`config.mk`:
```
export PLATFORM = sky130hd
export DESIGN_NAME = hdx_master
export DESIGN_NICKNAME = d
export VERILOG_FILES = /design/src/rtl/hdx_pkg.sv /design/src/rtl/hdx_halfclk.sv /design/src/rtl/hdx_shreg.sv /design/src/rtl/hdx_master.sv
export SDC_FILE = /design/constraint.sdc
export NUM_CORES = 1
export LEC_CHECK = 0
export CORE_ASPECT_RATIO = 1.75
export CORE_MARGIN = 4
export CORE_UTILIZATION = 40
export DETAILED_ROUTE_END_ITERATION = 10
export DONT_BUFFER_PORTS = 1
export SLEW_MARGIN = 20
export SYNTH_ARGS = -nofsm -noshare
export SYNTH_HDL_FRONTEND = slang
export SYNTH_SLANG_ARGS = --single-unit
```
`constraint.sdc`:
```
create_clock -name clk -period 2 [get_ports clk]
set_input_delay 0 -clock clk [delete_from_list [all_inputs] [get_ports clk]]
set_output_delay 0 -clock clk [all_outputs]
set_load 0.05 [all_outputs]
```
`src/rtl/hdx_pkg.sv`:
```
package hdx_pkg;
  typedef enum logic [2:0] {
    S_IDLE,
    S_ADDR,
    S_WDATA,
    S_TURN,
    S_RDATA
  } hdx_state_e;
endpackage

```
`src/rtl/hdx_halfclk.sv`:
```
module hdx_halfclk #(
  parameter int DIV_W = 8
) (
  input  logic             clk,
  input  logic             rst_n,
  input  logic             run,
  input  logic [DIV_W-1:0] half_div,
  output logic             tick
);
  logic [DIV_W-1:0] cnt_q;

  assign tick = run && (cnt_q == half_div);

  always_ff @(posedge clk or negedge rst_n) begin
    if (!rst_n)              cnt_q <= '0;
    else if (!run || tick)   cnt_q <= '0;
    else                     cnt_q <= cnt_q + 1'b1;
  end

  // the counter never passes the programmed half period
  a_r6_cnt_bounded: assert property (@(posedge clk) disable iff (!rst_n)
    run |-> (cnt_q <= half_div));
endmodule

```
`src/rtl/hdx_shreg.sv`:
```
module hdx_shreg #(
  parameter int W = 8
) (
  input  logic         clk,
  input  logic         rst_n,
  input  logic         load,
  input  logic [W-1:0] load_val,
  input  logic         shift,
  input  logic         sin,
  output logic [W-1:0] q
);
  always_ff @(posedge clk or negedge rst_n) begin
    if (!rst_n)     q <= '0;
    else if (load)  q <= load_val;
    else if (shift) q <= {q[W-2:0], sin};
  end

  // load and shift never compete in one cycle
  a_r4_one_op: assert property (@(posedge clk) disable iff (!rst_n)
    !(load && shift));
endmodule

```
`src/rtl/hdx_master.sv`:
```
module hdx_master
  import hdx_pkg::*;
#(
  parameter int ADDR_W = 7,
  parameter int DATA_W = 8,
  parameter int DIV_W  = 8
) (
  input  logic              clk,
  input  logic              rst_n,
  input  logic [DIV_W-1:0]  half_div,
  input  logic              req_valid,
  output logic              req_ready,
  input  logic              req_rw,
  input  logic [ADDR_W-1:0] req_addr,
  input  logic [DATA_W-1:0] req_wdata,
  output logic              done,
  output logic              busy,
  output logic [DATA_W-1:0] rsp_rdata,
  output logic              pad_sclk,
  output logic              pad_sdo,
  output logic              pad_oe,
  input  logic              pad_sdi
);
  localparam int FRAME_W = ADDR_W + 1;
  localparam int SH_W    = (FRAME_W > DATA_W) ? FRAME_W : DATA_W;
  localparam int CNT_W   = $clog2(SH_W + 1);
  localparam logic [CNT_W-1:0] LAST_A = CNT_W'(FRAME_W - 1);
  localparam logic [CNT_W-1:0] LAST_D = CNT_W'(DATA_W - 1);

  hdx_state_e        state_q;
  logic              sclk_q, oe_q, rd_q, done_q;
  logic [CNT_W-1:0]  bitn_q;
  logic [DATA_W-1:0] wdata_q, rdata_q;
  logic [SH_W-1:0]   sh_q, sh_val;
  logic              tick, rise_tick, fall_tick, last_bit, accept;
  logic              sh_load, sh_shift, run;

  assign busy      = (state_q != S_IDLE);
  assign req_ready = !busy;
  assign accept    = req_valid && req_ready;
  assign run       = busy;
  assign rise_tick = tick && !sclk_q;
  assign fall_tick = tick && sclk_q;
  assign last_bit  = (state_q == S_ADDR) ? (bitn_q == LAST_A) : (bitn_q == LAST_D);

  hdx_halfclk #(.DIV_W(DIV_W)) u_div (
    .clk(clk), .rst_n(rst_n), .run(run), .half_div(half_div), .tick(tick)
  );

  always_comb begin
    sh_val = '0;
    if (accept) sh_val[SH_W-1 -: FRAME_W] = {req_rw, req_addr};
    else        sh_val[SH_W-1 -: DATA_W]  = wdata_q;
  end

  assign sh_load  = accept ||
                    (state_q == S_ADDR && fall_tick && last_bit && !rd_q);
  assign sh_shift = (fall_tick && !last_bit &&
                     (state_q == S_ADDR || state_q == S_WDATA)) ||
                    (rise_tick && state_q == S_RDATA);

  hdx_shreg #(.W(SH_W)) u_sh (
    .clk(clk), .rst_n(rst_n), .load(sh_load), .load_val(sh_val),
    .shift(sh_shift), .sin(pad_sdi), .q(sh_q)
  );

  always_ff @(posedge clk or negedge rst_n) begin
    if (!rst_n) begin
      state_q <= S_IDLE;
      sclk_q  <= 1'b0;
      oe_q    <= 1'b0;
      rd_q    <= 1'b0;
      done_q  <= 1'b0;
      bitn_q  <= '0;
      wdata_q <= '0;
      rdata_q <= '0;
    end else begin
      done_q <= 1'b0;
      unique case (state_q)
        S_IDLE: if (accept) begin
          state_q <= S_ADDR;
          rd_q    <= req_rw;
          wdata_q <= req_wdata;
          oe_q    <= 1'b1;
          sclk_q  <= 1'b0;
          bitn_q  <= '0;
        end
        S_ADDR, S_WDATA: if (tick) begin
          sclk_q <= !sclk_q;
          if (sclk_q) begin
            if (!last_bit) bitn_q <= bitn_q + 1'b1;
            else if (state_q == S_WDATA) begin
              state_q <= S_IDLE;
              oe_q    <= 1'b0;
              done_q  <= 1'b1;
            end else if (rd_q) begin
              state_q <= S_TURN;
              oe_q    <= 1'b0;
            end else begin
              state_q <= S_WDATA;
              bitn_q  <= '0;
            end
          end
        end
        S_TURN: if (tick) begin
          state_q <= S_RDATA;
          bitn_q  <= '0;
        end
        S_RDATA: if (tick) begin
          sclk_q <= !sclk_q;
          if (sclk_q) begin
            if (!last_bit) bitn_q <= bitn_q + 1'b1;
            else begin
              state_q <= S_IDLE;
              rdata_q <= sh_q[DATA_W-1:0];
              done_q  <= 1'b1;
            end
          end
        end
        default: state_q <= S_IDLE;
      endcase
    end
  end

  assign pad_sclk  = sclk_q;
  assign pad_oe    = oe_q;
  assign pad_sdo   = sh_q[SH_W-1];
  assign done      = done_q;
  assign rsp_rdata = rdata_q;

  a_r5_sdo_hold_on_rise: assert property (@(posedge clk) disable iff (!rst_n)
    ($rose(pad_sclk) && pad_oe) |-> $stable(pad_sdo));
  a_r7_turn_released: assert property (@(posedge clk) disable iff (!rst_n)
    (state_q == S_TURN) |-> (!pad_oe && !pad_sclk));
  a_r7_reply_released: assert property (@(posedge clk) disable iff (!rst_n)
    (state_q == S_RDATA) |-> !pad_oe);
  a_r4_write_driven: assert property (@(posedge clk) disable iff (!rst_n)
    (state_q == S_ADDR || state_q == S_WDATA) |-> pad_oe);
  a_r9_done_single: assert property (@(posedge clk) disable iff (!rst_n)
    done |=> !done);
  a_r9_done_idle: assert property (@(posedge clk) disable iff (!rst_n)
    done |-> (!busy && $past(busy)));
  a_r1_idle_quiet: assert property (@(posedge clk) disable iff (!rst_n)
    !busy |-> (!pad_sclk && !pad_oe));
  a_r2_accept_busy: assert property (@(posedge clk) disable iff (!rst_n)
    (req_valid && req_ready) |=> busy);
endmodule

```
Word level (Yosys, flattened, before mapping). Cells that the tools add are included.

Word-level logic and storage cells: 107. Flip-flop bits (word level): 43. Output and inout port bits: 14. Input port bits: 28.

Add/subtract/negate cells: 2. Equality and inequality tests: 19. Reductions and logical operators: 32. Multiplexer cells: 44.

Operators with widths (count): 4-bit two-way mux (10); 8-bit two-way mux (4); 3-bit two-way mux (8); 2-bit inequality test (second input constant) (9); 1-bit two-way mux (16); 4-bit case mux with 4 select lines (1); 3-bit case mux with 4 select lines (1); 1-bit logical AND (10); 10-bit AND reduction (1); 3-bit inequality test (second input constant) (3); 8-bit by 1-bit adder with 8-bit output (second input constant) (1); 8-bit == test (1); 8-bit AND reduction (1); 3-bit by 2-bit == test with 1-bit output (second input constant) (2); 1-bit case mux with 2 select lines (3); 6-bit AND reduction (1); 2-bit nonzero test (3); 4-bit by 1-bit adder with 4-bit output (second input constant) (1); 4-bit by 3-bit == test with 1-bit output (second input constant) (1); 1-bit zero test (4); 1-bit logical OR (4); 4-bit AND reduction (1); 4-bit nonzero test (1); 3-bit by 1-bit == test with 1-bit output (second input constant) (1); 9 further kinds (9).

Longest topological paths before layout. Gate-level depths: netlist of the first run.

Depth in word-level cells: 8. Depth in mapped cells: 7. Mapped depth without buffers: 6.

By module. Synthesis of the first run repeated with hierarchy kept, for this count alone.

Cell total of the unflattened synthesis: 234. Area total of the unflattened synthesis: 2336.0 um^2.

By module, submodules not included: hdx_master (sequential area each 675.6 um^2, area an instance 1462.7 um^2, instances 1, cells an instance 154); hdx_halfclk (sequential area each 200.2 um^2, area an instance 500.5 um^2, instances 1, cells an instance 46); hdx_shreg (sequential area each 200.2 um^2, area an instance 372.9 um^2, instances 1, cells an instance 34).

Least setup slack after synthesis of the first run. Ideal clock, no wire load.

Path kind: flip-flop to flip-flop. Start point: register state_q[0]. End point: register sclk_q (netlist: pad_sclk). Buffers on the path: 1. Cell stages (with the launch flop): 7. Data required time: 1859 ps. Arrival time: 2790 ps. Clock period less this slack: 2931 ps. Setup time: 141 ps. Setup slack: -931 ps. Path through: dfrtp_1 -> buf_2 -> nor3_1 -> inv_1 -> and3_1 -> a21oi_1 -> a2111oi_0.

Word-level cells in the longest chain between the ends: 5. Elaborated cells on any way between the ends: 14. Classes of those cells: 5 x eq/ne; 1 x mux; 8 x reduce/logical.

Ends and longest elaborated chain: start, declared (RTL line hdx_master.sv:30) `hdx_state_e state_q;`; start signal, assigned (RTL line hdx_master.sv:69) `state_q <= S_IDLE;`; start signal, assigned (RTL line hdx_master.sv:81) `state_q <= S_ADDR;`; start signal, assigned (RTL line hdx_master.sv:93) `state_q <= S_IDLE;`; 3-bit nonzero test (RTL line hdx_master.sv:38) `assign busy = (state_q != S_IDLE);`; 1-bit zero test (RTL line hdx_master.sv:39) `assign req_ready = !busy;`; named net req_ready (RTL line hdx_master.sv:12) `output logic req_ready,`; 1-bit logical AND (RTL line hdx_master.sv:40) `assign accept = req_valid && req_ready;`; 2-bit inequality test (no line); 3-bit AND reduction (no line); end signal, assigned (RTL line hdx_master.sv:89) `sclk_q <= !sclk_q;`; end signal, assigned (RTL line hdx_master.sv:110) `sclk_q <= !sclk_q;`; end, declared (RTL line hdx_master.sv:31) `logic sclk_q, oe_q, rd_q, done_q;`.

The timed path passes the listed nets, and every way through them passes these cells. A chain may end at the register's enable or synchronous reset.

Worst setup path in the final report of the first run.
Start point: register state_q[1]. End point: register u_sh.q[3].

Word-level cells in the longest chain between the ends: 8. Elaborated cells on any way between the ends: 21. Classes of those cells: 3 x eq/ne; 2 x mux; 16 x reduce/logical.

Ends and longest elaborated chain: 3-bit nonzero test (RTL line hdx_master.sv:38); 1-bit logical AND (RTL line hdx_halfclk.sv:12) `assign tick = run && (cnt_q == half_div);`; 1-bit logical AND (RTL line hdx_master.sv:43) `assign fall_tick = tick && sclk_q;`; 1-bit logical AND (3 in series) (RTL line hdx_master.sv:57) `(state_q == S_ADDR && fall_tick && last_bit && !rd_q);`; 1-bit logical OR (RTL line hdx_master.sv:56) `assign sh_load = accept ||`; 8-bit two-way mux or 2-bit nonzero test (tied branches); end signal, assigned (RTL line hdx_shreg.sv:14) `else if (load) q <= load_val;`; end signal, assigned (RTL line hdx_shreg.sv:15) `else if (shift) q <= {q[W-2:0], sin};`; end, declared (RTL line hdx_shreg.sv:10) `output logic [W-1:0] q`.

Parallel ways exist; a longest one is shown, timed or not.

==> results by group, run 1 <==
Yosys
  • Mean instance size in the synthesized netlist: about 11 um2
  • Leading cell types by total area after synthesis: sky130_fd_sc_hd__dfrtp_1, sky130_fd_sc_hd__mux2_2, sky130_fd_sc_hd__mux2_1
  • Flip-flop and latch count after synthesis: 43
  • Number of warnings reported in the yosys synthesis log: 0
  • Top-area cell type share of the netlist area: a little under half
  • Sequential cell area fraction in the yosys report: 46.7%
  • Top cell type by total area after synthesis: sky130_fd_sc_hd__dfrtp_1
  • Mapped Cells: 206
  • Share of synthesized registers carrying an async set or reset: 100%
  • Most used DFF post-synth: sky130_fd_sc_hd__dfrtp_1
  • Distinct cells, synth: 50
  • Number of synthesized flops with an enable pin: 0
  • Mapped cell area: 2300 um2
  • Synth Net Count: between 200 and 250

Floorplanning
  • DIE WIDTH: 65.4 um
  • Num ports: 42
  • Total die area: ~7000 um2
  • Placeable core region: ~5600 um2
  • Starting density of the core: between 40% and 50%
  • Number of rows created at floorplan: 36
  • Die extent in y: 108 um

Timing
  • Period utilisation layout: a little over nine tenths
  • Fmax: ~0.52 GHz
  • Headroom to the max-slew limit: about two thirds
  • Total of endpoints with negative setup slack in the final report: 0
  • Final Hold Violating Endpoints: 0
  • Final critical-path required period: 1.92 ns
  • Aggregate negative setup slack: 0 ns
  • Count of pins over their slew limit: 0
  • Clk_skew: 0.00616 ns
  • Tightest Pin Transition: 0.501 ns
  • WHS: 0.209 ns

Route
  • WL final: around 5300 um
  • Number of nets still failing antenna checks after routing: 0
  • Drt initial violations: 64
  • Number of design rule violations left after detail routing: 0
  • Post-detailed-route via-to-cell ratio: 5.27
  • Total number of vias: 1723
  • Drt pass-1 iters: 4
  • Wire length per cell after detailed routing: 16.1 um

Clocking
  • H-tree lvl count: 2
  • CTS Root Cell: sky130_fd_sc_hd__clkbuf_8
  • Deepest clock path buffer count: 2
  • Number of clock buffers inserted by TritonCTS: 5
  • Clock tree from TritonCTS: built
  • Clock-pin slew of the registers on the worst-case setup and hold paths: around 0.080 ns
  • Sink Count: 43
  • Later-pin clock latency in the skew report: a little under 0.3 ns

Global route
  • First-pass GRT wire length: 8580 um
  • Tot GR Track Use: between 15 and 20%
  • Largest net degree at the start of global routing: 44
  • Remaining global-route overflow: 0
  • Initial antenna violation count: 0
  • Via count of the first global-routing pass: 1786

Worst setup path
  • CP bufs+invs: 1
  • Critical path class: reg2reg
  • Data required time at the worst endpoint: 2.18 ns
  • Maximum fanout count along the critical path: 10
  • Slowest cell on the critical path: sky130_fd_sc_hd__dfrtp_2
  • Critical Path Source Type: flop
  • Critical path endpoint category: flop
  • Cell class contributing the biggest share of worst-path delay: compound AO/OA/AOI/OAI gates
  • Crit-path cells: buf_6 > and2b_1 > o2111ai_1 > a311oi_1 > nand2b_1 > o221a_1
  • CP Data Arrival Time: 2.11 ns
  • CP max stage delay: 0.45 ns

Placement
  • Final HPWL DP: ~3700 um
  • Routability cong.: 0.919
  • Port-buffer cells: 0
  • Total placed instance area: 2530 um2

Power and ir drop
  • Internal portion of total power: 1.77 mW
  • Switching power share of the total: 33.1%
  • Sum of internal, switching and leakage power: roughly 2.6 mW
  • Sequential share of power: 48.2%
  • Combinational share of power: 31.3%
  • Part of the power in the clock network: 20.6%
  • P_sw: 0.874 mW
  • Leakage: between 1 and 1.5 nW
  • Max rail drop VDD: ~0.58 mV
  • Power density cells: 889 nW/um2

Layout
  • Most common cell after layout, fill and taps aside: sky130_fd_sc_hd__dfrtp_1
  • Layout filler cell count: ~520
  • Commonest cells after routing, fill and taps aside: sky130_fd_sc_hd__dfrtp_1, sky130_fd_sc_hd__buf_4, sky130_fd_sc_hd__dlygate4sd3_1
  • Synthesis-to-layout area growth: 29.0%
  • Final layout net count: 280
  • Final Instance Area: 2970 um2
  • Share of cells above drive strength 1: 29.1%
  • Share of the core filled with cells: 53.2%
  • Final antenna diode count: 0

Hold path
  • Path category of the worst min-delay check: in2async

Run status
  • Outcome: finished clean

Flow run
  • Maxcap violations: 0
==> Yosys cell counts (2+ instances only) <==
master / count
sky130_fd_sc_hd__a211oi_1: 3
sky130_fd_sc_hd__a21o_1: 2
sky130_fd_sc_hd__a21oi_1: 6
sky130_fd_sc_hd__and2_1: 2
sky130_fd_sc_hd__and2b_1: 2
sky130_fd_sc_hd__and3_1: 3
sky130_fd_sc_hd__buf_2: 7
sky130_fd_sc_hd__clkbuf_1: 2
sky130_fd_sc_hd__dfrtp_1: 43
sky130_fd_sc_hd__ha_1: 2
sky130_fd_sc_hd__inv_1: 7
sky130_fd_sc_hd__mux2_1: 9
sky130_fd_sc_hd__mux2_2: 15
sky130_fd_sc_hd__mux2i_1: 3
sky130_fd_sc_hd__nand2_1: 7
sky130_fd_sc_hd__nand2b_1: 9
sky130_fd_sc_hd__nand3_1: 9
sky130_fd_sc_hd__nand3b_1: 2
sky130_fd_sc_hd__nand4_1: 2
sky130_fd_sc_hd__nand4_2: 3
sky130_fd_sc_hd__nor2_1: 13
sky130_fd_sc_hd__nor2b_1: 3
sky130_fd_sc_hd__nor3_1: 3
sky130_fd_sc_hd__o211ai_1: 3
sky130_fd_sc_hd__o21ai_0: 3
sky130_fd_sc_hd__o221a_1: 8
sky130_fd_sc_hd__xnor2_1: 8
sky130_fd_sc_hd__xor2_1: 5
==> kinds of logic after synthesis <==
kind of cell | synth area share [%]
simple gates | 17.2
compound gates | 12.4
flops | 46.7
xor+xnor | 5.65
fa+ha+maj | 1.09
mux | 13.0
buf+inv | 3.96
==> worst paths after layout <==
| path | startpoint | endpoint | slack (ns) | cells after the start |
|---|---|---|---|---|
| setup / recovery | state_q[1] | u_sh.q[3] | 0.08 | 6 |
| hold / removal | rst_n | wdata_q[6] | 0.21 | 2 |
| setup reg to reg | state_q[1] | u_sh.q[3] | 0.08 | 6 |
| hold reg to reg | wdata_q[4] | wdata_q[4] | 0.51 | 1 |
| max in group asynchronous | rst_n | state_q[1] | 1.58 | 2 |
| min in group clk | req_valid | pad_sclk | 0.23 | 3 |
==> registers in the layout, indices dropped and copies added, names as in the netlist <==
register / count
bitn_q: 4
done: 1
pad_oe: 1
pad_sclk: 1
rd_q: 1
rsp_rdata: 8
state_q: 3
u_div.cnt_q: 8
u_sh.q: 8
wdata_q: 8
==> metrics by stage <==
step | std cells | worst slack [ns]
floorplan | 206 | 0.0182
global placement | 291 | -0.0892
detailed placement | 291 | -0.0947
CTS | 319 | 0.00365
global route | 327 | -0.00563
finish | 327 | 0.0756
==> metal layers <==
metal | GRT usage (%) | wire length [um]
met5 | 0 | 0
met1 | 18.0 | 2050
met2 | 27.2 | 2840
met4 | 6.53 | 130
met3 | 3.74 | 239
==> area by class of cell <==
cell class                      count  area [um2]  area share, %
Tap cell                           76        95.1           3.20
Inverter                            7        26.3          0.884
Clock buffer                        6        72.6           2.44
Clock inverter                      2        12.5          0.421
Sequential cell                    43        1080           36.3
Multi-Input combinational cell    144        1220           41.2
Timing Repair Buffer               49         464           15.6
==> power by group through the flow <==
stage	clock network (mW)	registers, mW	logic, mW
after detailed placement	0	1.29	0.680
final	0.543	1.27	0.826
after CTS	0.567	1.27	0.737
after floorplan	0	1.27	0.488
after global routing	0.593	1.30	0.919
after global placement	0	1.28	0.665
==> repair_timing <==
item / CTS / global route
pin swaps: 1 / 8
setup buffers: 0 / 8
hold buffers: 20 / 0
endpoints found under the setup margin: 4 / 27
cloned: 0 / 0
resized for setup: 1 / 15
endpoints found under the hold margin: 61 / 0
Note: power is estimated with default switching activity, not from simulation.
==> run 2: changes to the inputs <==
Settings changed: CELL_PAD_IN_SITES_DETAIL_PLACEMENT from default to 1, CELL_PAD_IN_SITES_GLOBAL_PLACEMENT from default to 1, CORE_UTILIZATION 40 to 44, PLACE_DENSITY_LB_ADDON from default to 0.1.
==> run 2 against run 1 <==
  * Worst setup slack worse by 0.063 ns
  * Register-to-register slack got worse by 0.06 ns
  * Fmax decreased by 3.2%
  * Power rose by 13%
  * Die area fell by 8.2%
  * Sequential share of layout area is essentially flat
  * Highest routed layer unchanged
==> results by group, run 2 (same netlist as run 1, synthesis figures left out) <==
Global route
  • Largest net degree at the start of global routing: 44 (unchanged)
  • Remaining global-route overflow: 0 (unchanged)
  • Initial antenna violation count: 0 (unchanged)
  • Tot GR Track Use: 20.1% (was 15.6%)
  • Via count of the first global-routing pass: 2034 (was 1786)
  • First-pass GRT wire length: 10200 um (was 8580 um)

Floorplanning
  • Placeable core region: 5020 um2 (was 5590 um2)
  • Number of rows created at floorplan: 34 (was 36)
  • DIE WIDTH: 62.7 um (was 65.4 um)
  • Total die area: 6510 um2 (was 7090 um2)
  • Die extent in y: 104 um (was 108 um)
  • Num ports: 42 (unchanged)
  • Starting density of the core: 45.9% (was 41.3%)

Route
  • Max layer used: met4 (unchanged)
  • Drt initial violations: 114 (was 64)
  • Drt pass-1 iters: 4 (unchanged)
  • Metal-1 WL: 2230 um (was 2050 um)
  • Wire length per cell after detailed routing: 20.5 um (was 16.1 um)
  • Number of nets still failing antenna checks after routing: 0 (unchanged)
  • WL final: 6280 um (was 5250 um)
  • Number of design rule violations left after detail routing: 0 (unchanged)
  • Post-detailed-route via-to-cell ratio: 5.99 (was 5.27)
  • Total number of vias: 1833 (was 1723)
  • Met2 routed WL: 3640 um (was 2840 um)
  • Wire length on met3: 257 um (was 239 um)

Clocking
  • Later-pin clock latency in the skew report: 0.29 ns (about the same)
  • CTS Root Cell: sky130_fd_sc_hd__clkbuf_8 (unchanged)
  • H-tree lvl count: 2 (unchanged)
  • Clock-pin slew of the registers on the worst-case setup and hold paths: 0.08 ns (about the same)
  • Deepest clock path buffer count: 2 (unchanged)
  • Clock tree from TritonCTS: built (unchanged)
  • Sink Count: 43 (unchanged)
  • Number of clock buffers inserted by TritonCTS: 5 (unchanged)

Worst setup path
  • Worst R2R Path Depth: 8 (was 6)
  • Critical Path Source Type: flop (unchanged)
  • Critical path class: reg2reg (unchanged)
  • Reg2reg start: bitn_q[1] (was state_q[1])
  • Cell class contributing the biggest share of worst-path delay: compound AO/OA/AOI/OAI gates (unchanged)
  • Crit path top cell by count: sky130_fd_sc_hd__buf_6
  • CP max stage delay: 0.43 ns (was 0.45 ns)
  • Register-to-register path setup slack: 0.01 ns (was 0.08 ns)
  • Data required time at the worst endpoint: 2.18 ns (about the same)
  • CP bufs+invs: 2 (was 1)
  • Maximum fanout count along the critical path: 8 (was 10)
  • Slowest cell on the critical path: sky130_fd_sc_hd__dfrtp_1 (was sky130_fd_sc_hd__dfrtp_2)
  • End of the worst register-to-register path: u_sh.q[0] (was u_sh.q[3])
  • CP Data Arrival Time: 2.16 ns (was 2.11 ns)
  • Critical path endpoint category: flop (unchanged)
  • Logic depth of the worst setup path including buffers: 8 (was 6)
  • Crit-path cells: ha_4 > buf_6 > nand3b_1 > nand4b_1 > a311oi_2 > nand2b_1 > buf_6 > o221a_1 (was buf_6 > and2b_1 > o2111ai_1 > a311oi_1 > nand2b_1 > o221a_1)

Layout
  • Layout filler cell count: 534 (was 515)
  • Final layout net count: 281 (was 280)
  • Synthesis-to-layout area growth: 29.0% (unchanged)
  • Area occupied by multi-input gates: 1210 um2 (was 1220 um2)
  • Commonest cells after routing, fill and taps aside: sky130_fd_sc_hd__dfrtp_1, sky130_fd_sc_hd__buf_4, sky130_fd_sc_hd__dlygate4sd3_1 (unchanged)
  • Final antenna diode count: 0 (unchanged)
  • Sequential cell area: 1080 um2 (about the same)
  • Post-layout instance count excluding filler cells: 306 (was 327)
  • Most common cell after layout, fill and taps aside: sky130_fd_sc_hd__dfrtp_1 (unchanged)
  • Share of cells above drive strength 1: 29.4% (was 29.1%)

Hold path
  • Path category of the worst min-delay check: in2reg (was in2async)
  • Startpoint of the lowest-slack hold path: pad_sdi
  • Min-Delay Path Depth: 2
  • Worst hold path endpoint: u_sh.q[0]

Power and ir drop
  • Power density cells: 1010 nW/um2 (was 889 nW/um2)
  • Leakage: 1.31 nW (was 1.29 nW)
  • Max rail drop VDD: 0.664 mV (was 0.577 mV)

Timing
  • Final critical-path required period: 1.99 ns (was 1.92 ns)
  • Total of endpoints with negative setup slack in the final report: 0 (unchanged)
  • Final worst-path setup slack: 0.0125 ns (was 0.0756 ns)
  • WHS: 0.0234 ns (was 0.209 ns)
  • Fmax: 0.503 GHz (was 0.520 GHz)
  • Period utilisation layout: 99.4% (was 96.2%)
  • Count of pins over their slew limit: 0 (unchanged)
  • Final Hold Violating Endpoints: 0 (unchanged)
  • Headroom to the max-slew limit: 65.2% (was 66.6%)
  • Setup repair after global routing missed its margin: true
  • Clk_skew: 0.00535 ns (was 0.00616 ns)
  • Tightest Pin Transition: 0.522 ns (was 0.501 ns)

Flow run
  • Maxcap violations: 0 (unchanged)

Placement
  • Final HPWL DP: 4400 um (was 3740 um)
  • Routability cong.: 0.849 (was 0.919)
  • Port-buffer cells: 0 (unchanged)
  • Cell count after placement: 270 (was 291)
  • Pre-CTS setup slack: -0.0365 ns (was -0.0947 ns)

Run status
  • Outcome: finished clean (unchanged)
-- run 2: cell types whose count changed in the layout (fill, tap and decap cells not counted), sizes merged --
cell / delta
bufinv: +2
clkinvlp: -1
clkinv: -1
dlygate4sd3: -1
buf: +2
-- run 2: worst max path at each step --
stage / slack (ns) / endpoint / startpoint
after floorplan: 0.02 / pad_sclk / state_q[0]
after global placement: 0.05 / u_sh.q[6] / bitn_q[0]
after detailed placement: -0.04 / u_sh.q[6] / bitn_q[1]
after CTS: -0.001 / u_sh.q[7] / bitn_q[1]
after global routing: -0.07 / u_sh.q[4] / bitn_q[1]
final: 0.01 / u_sh.q[0] / bitn_q[1]
-- run 2: layer usage --
layer,global-route usage [%],vias to the layer above
met5,0,-
met4,7.27,0
met3,4.33,16
met1,20.5,922
li1,-,833
met2,38.8,62
-- run 2: power breakdown --
part           total, mW  switching [mW]  internal [mW]
clock              0.794           0.294          0.499
sequential          1.30           0.222           1.07
combinational      0.900           0.405          0.495
total               2.99           0.922           2.07
-- run 2: what timing repair did --
item,in CTS,in global routing
setup buffers,5,4
hold endpoints to repair,60,1
pin swaps,2,7
endpoints found under the setup margin,10,20
resized for setup,7,11
hold buffers,18,1
-- run 2: worst reg2reg max path: stages, from the launching register on --
cell	delay (ns)
sky130_fd_sc_hd__dfrtp_1	0.43
sky130_fd_sc_hd__ha_4	0.19
sky130_fd_sc_hd__buf_6	0.11
sky130_fd_sc_hd__nand3b_1	0.17
sky130_fd_sc_hd__nand4b_1	0.15
sky130_fd_sc_hd__a311oi_2	0.33
sky130_fd_sc_hd__nand2b_1	0.12
sky130_fd_sc_hd__buf_6	0.15
sky130_fd_sc_hd__o221a_1	0.22
-- run 2: final cells by class --
type | instances | share of cell area (%)
Clock inverter | 2 | 2.02
Clock buffer | 6 | 2.44
Multi-Input combinational cell | 144 | 40.8
Inverter | 7 | 0.884
Tap cell | 54 | 2.27
Sequential cell | 43 | 36.2
Timing Repair Buffer | 50 | 15.4
-- run 2: per-stage QoR --
step	setup TNS, ns	utilization (%)	area, um2	total power, mW
2_1_floorplan	0	-	2320	1.75
3_3_place_gp	0	49.7	2500	1.95
3_5_place_dp	-0.189	49.7	2500	2.00
4_1_cts	-0.00189	57.5	2890	2.94
5_1_grt	-0.825	59.2	2970	3.18
6_report	0	59.2	2970	2.99
